[src/rtl/dump_pm_pkg.sv]
package dump_pm_pkg;
  // Default geometry shared by the gate and its bench.
  localparam int unsigned DEF_RINGS   = 2;
  localparam int unsigned DEF_SYNC    = 2;
  localparam int unsigned DEF_CNT_W   = 4;
  localparam int unsigned DEF_DELAY   = 1;
endpackage

[src/rtl/pm_flag_sync.sv]
module pm_flag_sync #(
  parameter int unsigned SYNC_STAGES = 2
) (
  input  logic clk,
  input  logic rst_n,
  input  logic flag_i,
  output logic fall_o
);
  localparam int unsigned MSB = SYNC_STAGES - 1;

  logic [MSB:0] shift_q, shift_d;
  logic         last_q, last_d;

  // Stages reset low so a flag already low at release gives no edge.
  always_comb begin
    shift_d = {shift_q[MSB-1:0], flag_i};
    last_d  = shift_q[MSB];
  end

  always_ff @(posedge clk or negedge rst_n) begin
    if (!rst_n) begin
      shift_q <= '0;
      last_q  <= 1'b0;
    end else begin
      shift_q <= shift_d;
      last_q  <= last_d;
    end
  end

  assign fall_o = last_q & ~shift_q[MSB];

  // an edge is reported only when the synchronised flag was high one clock earlier
  a_r5_fall_from_high: assert property (@(posedge clk) disable iff (!rst_n)
    fall_o |-> $past(shift_q[MSB]));
endmodule

[src/rtl/pm_ring_chan.sv]
module pm_ring_chan #(
  parameter int unsigned CNT_W      = 4,
  parameter int unsigned FALL_DELAY = 1
) (
  input  logic clk,
  input  logic rst_n,
  input  logic fall_i,
  input  logic arm_i,
  input  logic disarm_i,
  output logic fire_o
);
  localparam logic [CNT_W-1:0] LOAD = CNT_W'(FALL_DELAY);
  localparam logic [CNT_W-1:0] ONE  = CNT_W'(1);

  logic             armed_q, armed_d;
  logic [CNT_W-1:0] cnt_q, cnt_d;

  always_comb begin
    armed_d = armed_q;
    cnt_d   = cnt_q;
    fire_o  = 1'b0;
    if (fall_i && armed_q) begin
      if (cnt_q <= ONE) begin
        fire_o = 1'b1;
        cnt_d  = LOAD;
      end else begin
        cnt_d = cnt_q - ONE;
      end
    end
    // Disarm takes precedence over arm; either one reloads the count.
    if (disarm_i) begin
      armed_d = 1'b0;
      cnt_d   = LOAD;
    end else if (arm_i) begin
      armed_d = 1'b1;
      cnt_d   = LOAD;
    end
  end

  always_ff @(posedge clk or negedge rst_n) begin
    if (!rst_n) begin
      armed_q <= 1'b1;
      cnt_q   <= LOAD;
    end else begin
      armed_q <= armed_d;
      cnt_q   <= cnt_d;
    end
  end

  a_r7_disarm_wins: assert property (@(posedge clk) disable iff (!rst_n)
    disarm_i |=> !armed_q);
  a_r4_arm_sets: assert property (@(posedge clk) disable iff (!rst_n)
    (arm_i && !disarm_i) |=> armed_q);
  a_r3_quiet_when_off: assert property (@(posedge clk) disable iff (!rst_n)
    !armed_q |-> !fire_o);
endmodule

[src/rtl/pm_send_queue.sv]
module pm_send_queue #(
  parameter int unsigned N_RING = 2
) (
  input  logic              clk,
  input  logic              rst_n,
  input  logic [N_RING-1:0] fire_i,
  output logic              send_o,
  output logic [N_RING-1:0] ring_o
);
  logic [N_RING-1:0] pend_q, pend_d, grant;
  logic              found;

  // Lowest pending ring index is served first.
  always_comb begin
    grant = '0;
    found = 1'b0;
    for (int i = 0; i < N_RING; i++) begin
      if (pend_q[i] && !found) begin
        grant[i] = 1'b1;
        found    = 1'b1;
      end
    end
    pend_d = (pend_q & ~grant) | fire_i;
  end

  always_ff @(posedge clk or negedge rst_n) begin
    if (!rst_n) pend_q <= '0;
    else        pend_q <= pend_d;
  end

  assign send_o = |pend_q;
  assign ring_o = grant;

  a_r8_one_hot_send: assert property (@(posedge clk) disable iff (!rst_n)
    send_o |-> ($countones(ring_o) == 1));
  a_r8_idle_zero: assert property (@(posedge clk) disable iff (!rst_n)
    !send_o |-> (ring_o == '0));

  for (genvar g = 0; g < N_RING; g++) begin : g_pend
    a_r2_fire_held: assert property (@(posedge clk) disable iff (!rst_n)
      fire_i[g] |=> pend_q[g]);
    if (g > 0) begin : g_order
      a_r6_low_first: assert property (@(posedge clk) disable iff (!rst_n)
        (pend_q[g] && (|pend_q[g-1:0])) |-> !ring_o[g]);
    end
  end
endmodule

[src/rtl/dump_pm_gate.sv]
module dump_pm_gate
  import dump_pm_pkg::*;
#(
  parameter int unsigned N_RING      = DEF_RINGS,
  parameter int unsigned SYNC_STAGES = DEF_SYNC,
  parameter int unsigned CNT_W       = DEF_CNT_W,
  parameter int unsigned FALL_DELAY  = DEF_DELAY
) (
  input  logic              clk,
  input  logic              rst_n,
  input  logic [N_RING-1:0] permit_i,
  input  logic [N_RING-1:0] arm_ev_i,
  input  logic [N_RING-1:0] disarm_ev_i,
  output logic              pm_send_o,
  output logic [N_RING-1:0] pm_ring_o
);
  logic [N_RING-1:0] fall, fire;

  for (genvar r = 0; r < N_RING; r++) begin : g_ring
    pm_flag_sync #(.SYNC_STAGES(SYNC_STAGES)) u_sync (
      .clk    (clk),
      .rst_n  (rst_n),
      .flag_i (permit_i[r]),
      .fall_o (fall[r])
    );
    pm_ring_chan #(.CNT_W(CNT_W), .FALL_DELAY(FALL_DELAY)) u_chan (
      .clk      (clk),
      .rst_n    (rst_n),
      .fall_i   (fall[r]),
      .arm_i    (arm_ev_i[r]),
      .disarm_i (disarm_ev_i[r]),
      .fire_o   (fire[r])
    );
  end

  pm_send_queue #(.N_RING(N_RING)) u_queue (
    .clk    (clk),
    .rst_n  (rst_n),
    .fire_i (fire),
    .send_o (pm_send_o),
    .ring_o (pm_ring_o)
  );
endmodule

[config.mk]
export PLATFORM = sky130hd
export DESIGN_NAME = dump_pm_gate
export DESIGN_NICKNAME = d
export VERILOG_FILES = /design/src/rtl/dump_pm_pkg.sv /design/src/rtl/pm_flag_sync.sv /design/src/rtl/pm_ring_chan.sv /design/src/rtl/pm_send_queue.sv /design/src/rtl/dump_pm_gate.sv
export SDC_FILE = /design/constraint.sdc
export NUM_CORES = 1
export LEC_CHECK = 0
export BUFFER_PORTS_ARGS = -buffer_cell sky130_fd_sc_hd__buf_2
export CAP_MARGIN = 40
export CORE_ASPECT_RATIO = 1.1
export CORE_MARGIN = 8
export CORE_UTILIZATION = 35
export DETAILED_ROUTE_END_ITERATION = 8
export PLACE_DENSITY = 0.53
export SLEW_MARGIN = 15
export SYNTH_ARGS = -nofsm -noshare
export SYNTH_HDL_FRONTEND = slang
export SYNTH_SLANG_ARGS = --single-unit
[constraint.sdc]
create_clock -name clk -period 4.4 [get_ports clk]
set_input_delay 0.44 -clock clk [delete_from_list [all_inputs] [get_ports clk]]
set_output_delay 0.44 -clock clk [all_outputs]
set_load 0.01 [all_outputs]
### Yosys cells after proc, flatten, opt, wreduce, memory -nomap -nowiden

Index checks and enable logic that the tools add are counted.

* bits in registers: 18
* output and inout bits: 3
* word-level logic and storage cells: 47
* bits in latches: 0
* memories: 0
* memory bits (writable): 0
* bits in read-only memories: 0

* multiplexer cells: 18
* reductions and logical operators: 9
* add/subtract/negate cells: 2
* shift operators: 0
* div/mod/pow operators: 0
* equality and inequality tests: 0
* bitwise gates (word level): 7
* $lt $le $gt $ge: 2
* multiply operators: 0

Operators by type and width (number)
* 2-to-1 mux 4 bit: 8
* 2-to-1 mux 1 bit: 10
* <= comparator 4 x 1 -> 1 bit (second input constant): 2
* subtractor 4 x 1 -> 4 bit (second input constant): 2
* nonzero test 3 bit: 2
* nonzero test 2 bit: 2
* logical AND 1 bit: 3
* AND 1 bit: 2
* AND 2 bit: 1
* inverter 1 bit: 2
* inverter 2 bit: 1
* bitwise OR 2 bit: 1
* OR reduction 2 bit: 1
* logical NOT 1 bit: 1

### Logic depth before layout (Yosys ltp)

* word-level depth: 7
* gate-level depth with buffers: 5
* gate-level depth less buffers: 5

### By module

From an unflattened synthesis, not the netlist that was laid out.

* cell total of the unflattened synthesis: 78
* area total of the unflattened synthesis: 859.6 sq um

Modules (own cells, without submodules)
* pm_ring_chan: cells each 32, instances 2, area each 300.3 sq um, sequential area each 127.6 sq um
* pm_flag_sync: cells each 4, instances 2, area each 88.8 sq um, sequential area each 75.1 sq um
* pm_send_queue: cells each 6, instances 1, area each 81.3 sq um, sequential area each 50.0 sq um

### Worst setup path before layout

Ideal clock, no wire load.

* path type: register to register
* start: register g_ring[1].u_chan.cnt_q[0]
* end: register g_ring[1].u_chan.cnt_q[3]
* period minus slack after synthesis: 1.595 ns
* path buffers: 0
* data arrival time: 1.516 ns
* cell stages (with the launch flop): 6
* slack: 2.805 ns
* cell sequence: dfstp_2 > inv_1 > ha_1 > or2_1 > a2111o_1 > mux2i_1

* word-level cells in the longest chain between the ends: 5
* elaborated cells on any way between the ends: 6
* those cells by class: add/sub (1); order compare (1); mux (4)

Ends and longest elaborated chain
* start: declaration: line pm_ring_chan.sv:16 `logic [CNT_W-1:0] cnt_q, cnt_d;`
* start signal: assignment: line pm_ring_chan.sv:46 `cnt_q <= cnt_d;`
* subtractor 4 x 1 -> 4 bit or <= comparator 4 x 1 -> 1 bit (tied branches): line pm_ring_chan.sv:27, pm_ring_chan.sv:23
* 2-to-1 mux 4 bit *: line pm_ring_chan.sv:23 `if (cnt_q <= ONE) begin`
* 2-to-1 mux 4 bit *: line pm_ring_chan.sv:22 `if (fall_i && armed_q) begin`
* 2-to-1 mux 4 bit *: line pm_ring_chan.sv:34 `end else if (arm_i) begin`
* 2-to-1 mux 4 bit *: line pm_ring_chan.sv:31 `if (disarm_i) begin`

Every way passes the cells marked *; elsewhere a longest branch is shown, timed or not. The select of a mux whose other input is x is not followed.
A chain may end at the register's enable or synchronous reset.

### Final worst setup path

Ends and elaborated chain as after synthesis.

==> results.md <==
- Layout cells sized above 1: 25.3%
- Number of iterations in the first detailed-routing pass: 4
- Initial core utilization: 36.8%
- Max-cap violations: 0
- Reg-to-Reg End: g_ring[1].u_chan.cnt_q[3]
- I/O Pins: 11
- Final min period: 1.69 ns
- Antenna-violating nets left: 0
- Initial antenna violation count: 0
- Synthesized instance count: 74
- 1st-iter DRT viols: 13
- Fillers: 209
- R2R Setup Slk: 2.71 ns
- Worst Skew: 0.00270 ns
- RSZ-0062 raised after global routing: false
- Final WL: 1.28 mm
- Worst min-delay path class: primary input to async pin
- Period utilization: 38.5%
- Reg area: 455 µm²
- YS warnings: 0
- Final #Nets: 100
- H-tree depth: 1
- Final worst slack: 2.71 ns
- Max Slew Vio Count: 0
- Netlist cell types: 26
- CP Launch Type: register
- Inst Count DP: 113
- Main combinational cell family by area after synthesis: simple AND/OR/NAND/NOR gates
- Final core occ: 42.0%
- Global route overflow: 0
- N_diodes: 0
- Crit path DAT: 1.91 ns
- Critical path's largest stage delay: 0.57 ns
- Worst-path cell chain: inv_1 > ha_1 > or2_1 > a2111o_1 > mux2i_1
- Worst reg2reg path depth: 5
- Die Y: 66.8 µm
- Pwr per Cell Area: 308 nW/µm²
- First-pass GRT wire length: 2.19 mm
- Mapped Area: 820 µm²
- Post-synthesis adder-cell area fraction: 6.11%
- VDD IR max: 174 µV
- Post-CTS Setup Bufs: 0
- Post-cts sizing count: 0
- Total GRT Usage: 6.71%
- Clock sink count: 18
- Largest net degree at the start of global routing: 19
- Most frequent cells in the layout: dfrtp_1, buf_2, nor2_1
- Multi-input gate area: 330 µm²
- Hold Buf Count CTS: 0
- Critical path startpoint: g_ring[1].u_chan.cnt_q[0]
- Core ar.: 2230 µm²
- Placement Rows: 18
- Critical setup path kind: register to register
- Mapped Nets: 86
- CP endpoint kind: register
- CTS buffer count: 3
- Root buffer cell: clkbuf_4
- Critical R2R Launch: g_ring[1].u_chan.cnt_q[0]
- Place WS: 2.73 ns
- Clock Latency Late Sink: 0.29 ns
- Cell Count, Final, Fillers Out: 117
- CP max FO: 4
- Via count: 578
- Commonest non-fill, non-tap cell in the layout: dfrtp_1
- Die area: 4150 µm²
- Status: completed
- Slowest-stage cell, CP: dfstp_2
- Worst Setup EP: g_ring[1].u_chan.cnt_q[3]
- CTS clk-pin slew, worst paths: 0.10 ns
- Sequential element share of the synthesized area: 55.6%
- Mean post-synth cell area: 11.1 µm²
- Finish-stage setup viols: 0
- Area growth syn-to-layout: 14.2%
- Vias/cell: 4.94
- Avg WL per Cell: 10.9 µm
- WP data required: 4.62 ns
- Setup TNS: 0 ns
- Detailed Place HPWL: 998 µm
- Gpl congestion: 0.693
- Fmax: 0.591 GHz
- Compound-gate portion of the synthesized area: 11.6%
- Max_slew headroom: 75.0%
- Leakage: 0.419 nW
- Die Width: 62.1 µm
- Vias in the first global route: 563
- Clk buf depth: 2
- Buffers on Ports: 10
- Mux contribution to synthesized area: 2.44%
- Worst-Margin Slew: 0.372 ns
- #FFs+latches synth: 18
- DR DRC count: 0
- Final hold vios: 0
- Post-synthesis simple-gate area fraction: 20.2%
- Synth Area in XOR/XNOR: 0%
- CTS tree: done
==> power by group <==
group / total, mW / switching [mW] / internal [mW]
Combinational: 0.0157 / 0.00971 / 0.00595
Clock: 0.0993 / 0.0489 / 0.0504
Sequential: 0.174 / 0.00249 / 0.171
Total: 0.289 / 0.0611 / 0.227
==> worst max-delay path: cells and delay by family, from the launching register on <==
| kind | cells | cell delay [ns] |
|---|---|---|
| DFF | 1 | 0.57 |
| AOI/OAI and AO/OA | 1 | 0.42 |
| and+or+nand+nor | 1 | 0.26 |
| adders and majority gates | 1 | 0.20 |
| muxes | 1 | 0.13 |
| buffers and inverters | 1 | 0.05 |
==> flip-flops by register name, summed over array words and instances (netlist names) <==
name                   count
g_ring.u_chan.cnt_q        8
g_ring.u_sync.last_q       2
g_ring.u_sync.shift_q      4
g_ring.u_chan.armed_q      2
u_queue.pend_q             2
==> per-stage QoR <==
step           cell area (µm²)  hold WS [ns]  total power [mW]
6_report                   936        0.0557             0.289
4_1_cts                    936        0.0642             0.295
3_5_place_dp               900         0.336             0.193
2_1_floorplan              820         0.144             0.183
3_3_place_gp               900         0.341             0.193
5_1_grt                    936        0.0631             0.304
==> metal layers <==
layer	share of wire (%)	wire, µm	GRT usage, %
met4	0.94	12	5.25
met1	46	588	7.23
met5	0	0	0
met3	4.6	59	2.35
met2	48	618	10.7
==> cells by family (layout without fill, tap and decap cells) <==
kind of cell,after synthesis,in the layout
compound gates,13,13
fa+ha+maj,4,4
buf+inv,8,21
flops,18,18
mux,2,2
simple gates,29,29
==> cells in the mapped netlist <==
master	instances	area share (%)
ha_1	4	6.1
a22oi_1	1	0.92
nand3b_1	2	1.8
mux2i_1	2	2.4
a21boi_1	1	0.92
a31oi_1	1	0.76
buf_4	1	0.92
nor4_1	3	2.3
nand3b_4	1	2.4
a21oi_1	2	1.2
nand2_1	4	1.8
a2111o_1	1	1.4
nor2_1	9	4.1
and3_2	1	0.92
or2_1	1	0.76
o211ai_1	2	1.8
dfstp_2	4	13
o31ai_1	1	0.92
nor2b_1	1	0.76
dfrtp_1	14	43
inv_1	7	3.2
a32o_1	2	2.4
or4b_1	1	1.2
o21ai_0	2	1.2
or2_2	2	1.5
nor3_1	4	2.4
==> worst min-delay path by stage <==
stage | from | to | slack (ns) | cells past startpoint
floorplan | rst_n | g_ring[0].u_chan.cnt_q[1] | 0.14 | 0
global placement | g_ring[0].u_sync.shift_q[0] | g_ring[0].u_sync.shift_q[1] | 0.34 | 0
detailed placement | g_ring[1].u_sync.shift_q[0] | g_ring[1].u_sync.shift_q[1] | 0.34 | 0
CTS | rst_n | g_ring[1].u_sync.shift_q[1] | 0.06 | 1
global route | rst_n | g_ring[1].u_sync.shift_q[1] | 0.06 | 1
finish | rst_n | g_ring[1].u_sync.last_q | 0.06 | 1
==> area by class of cell <==
type / count / area share (%)
well taps: 30 / 4.01
clock buffers: 4 / 3.88
inverters: 7 / 2.81
flip-flops and latches: 18 / 48.7
repair buffers: 10 / 5.35
multi-input cells: 48 / 35.3
Note: power is estimated with default switching activity, not from simulation.
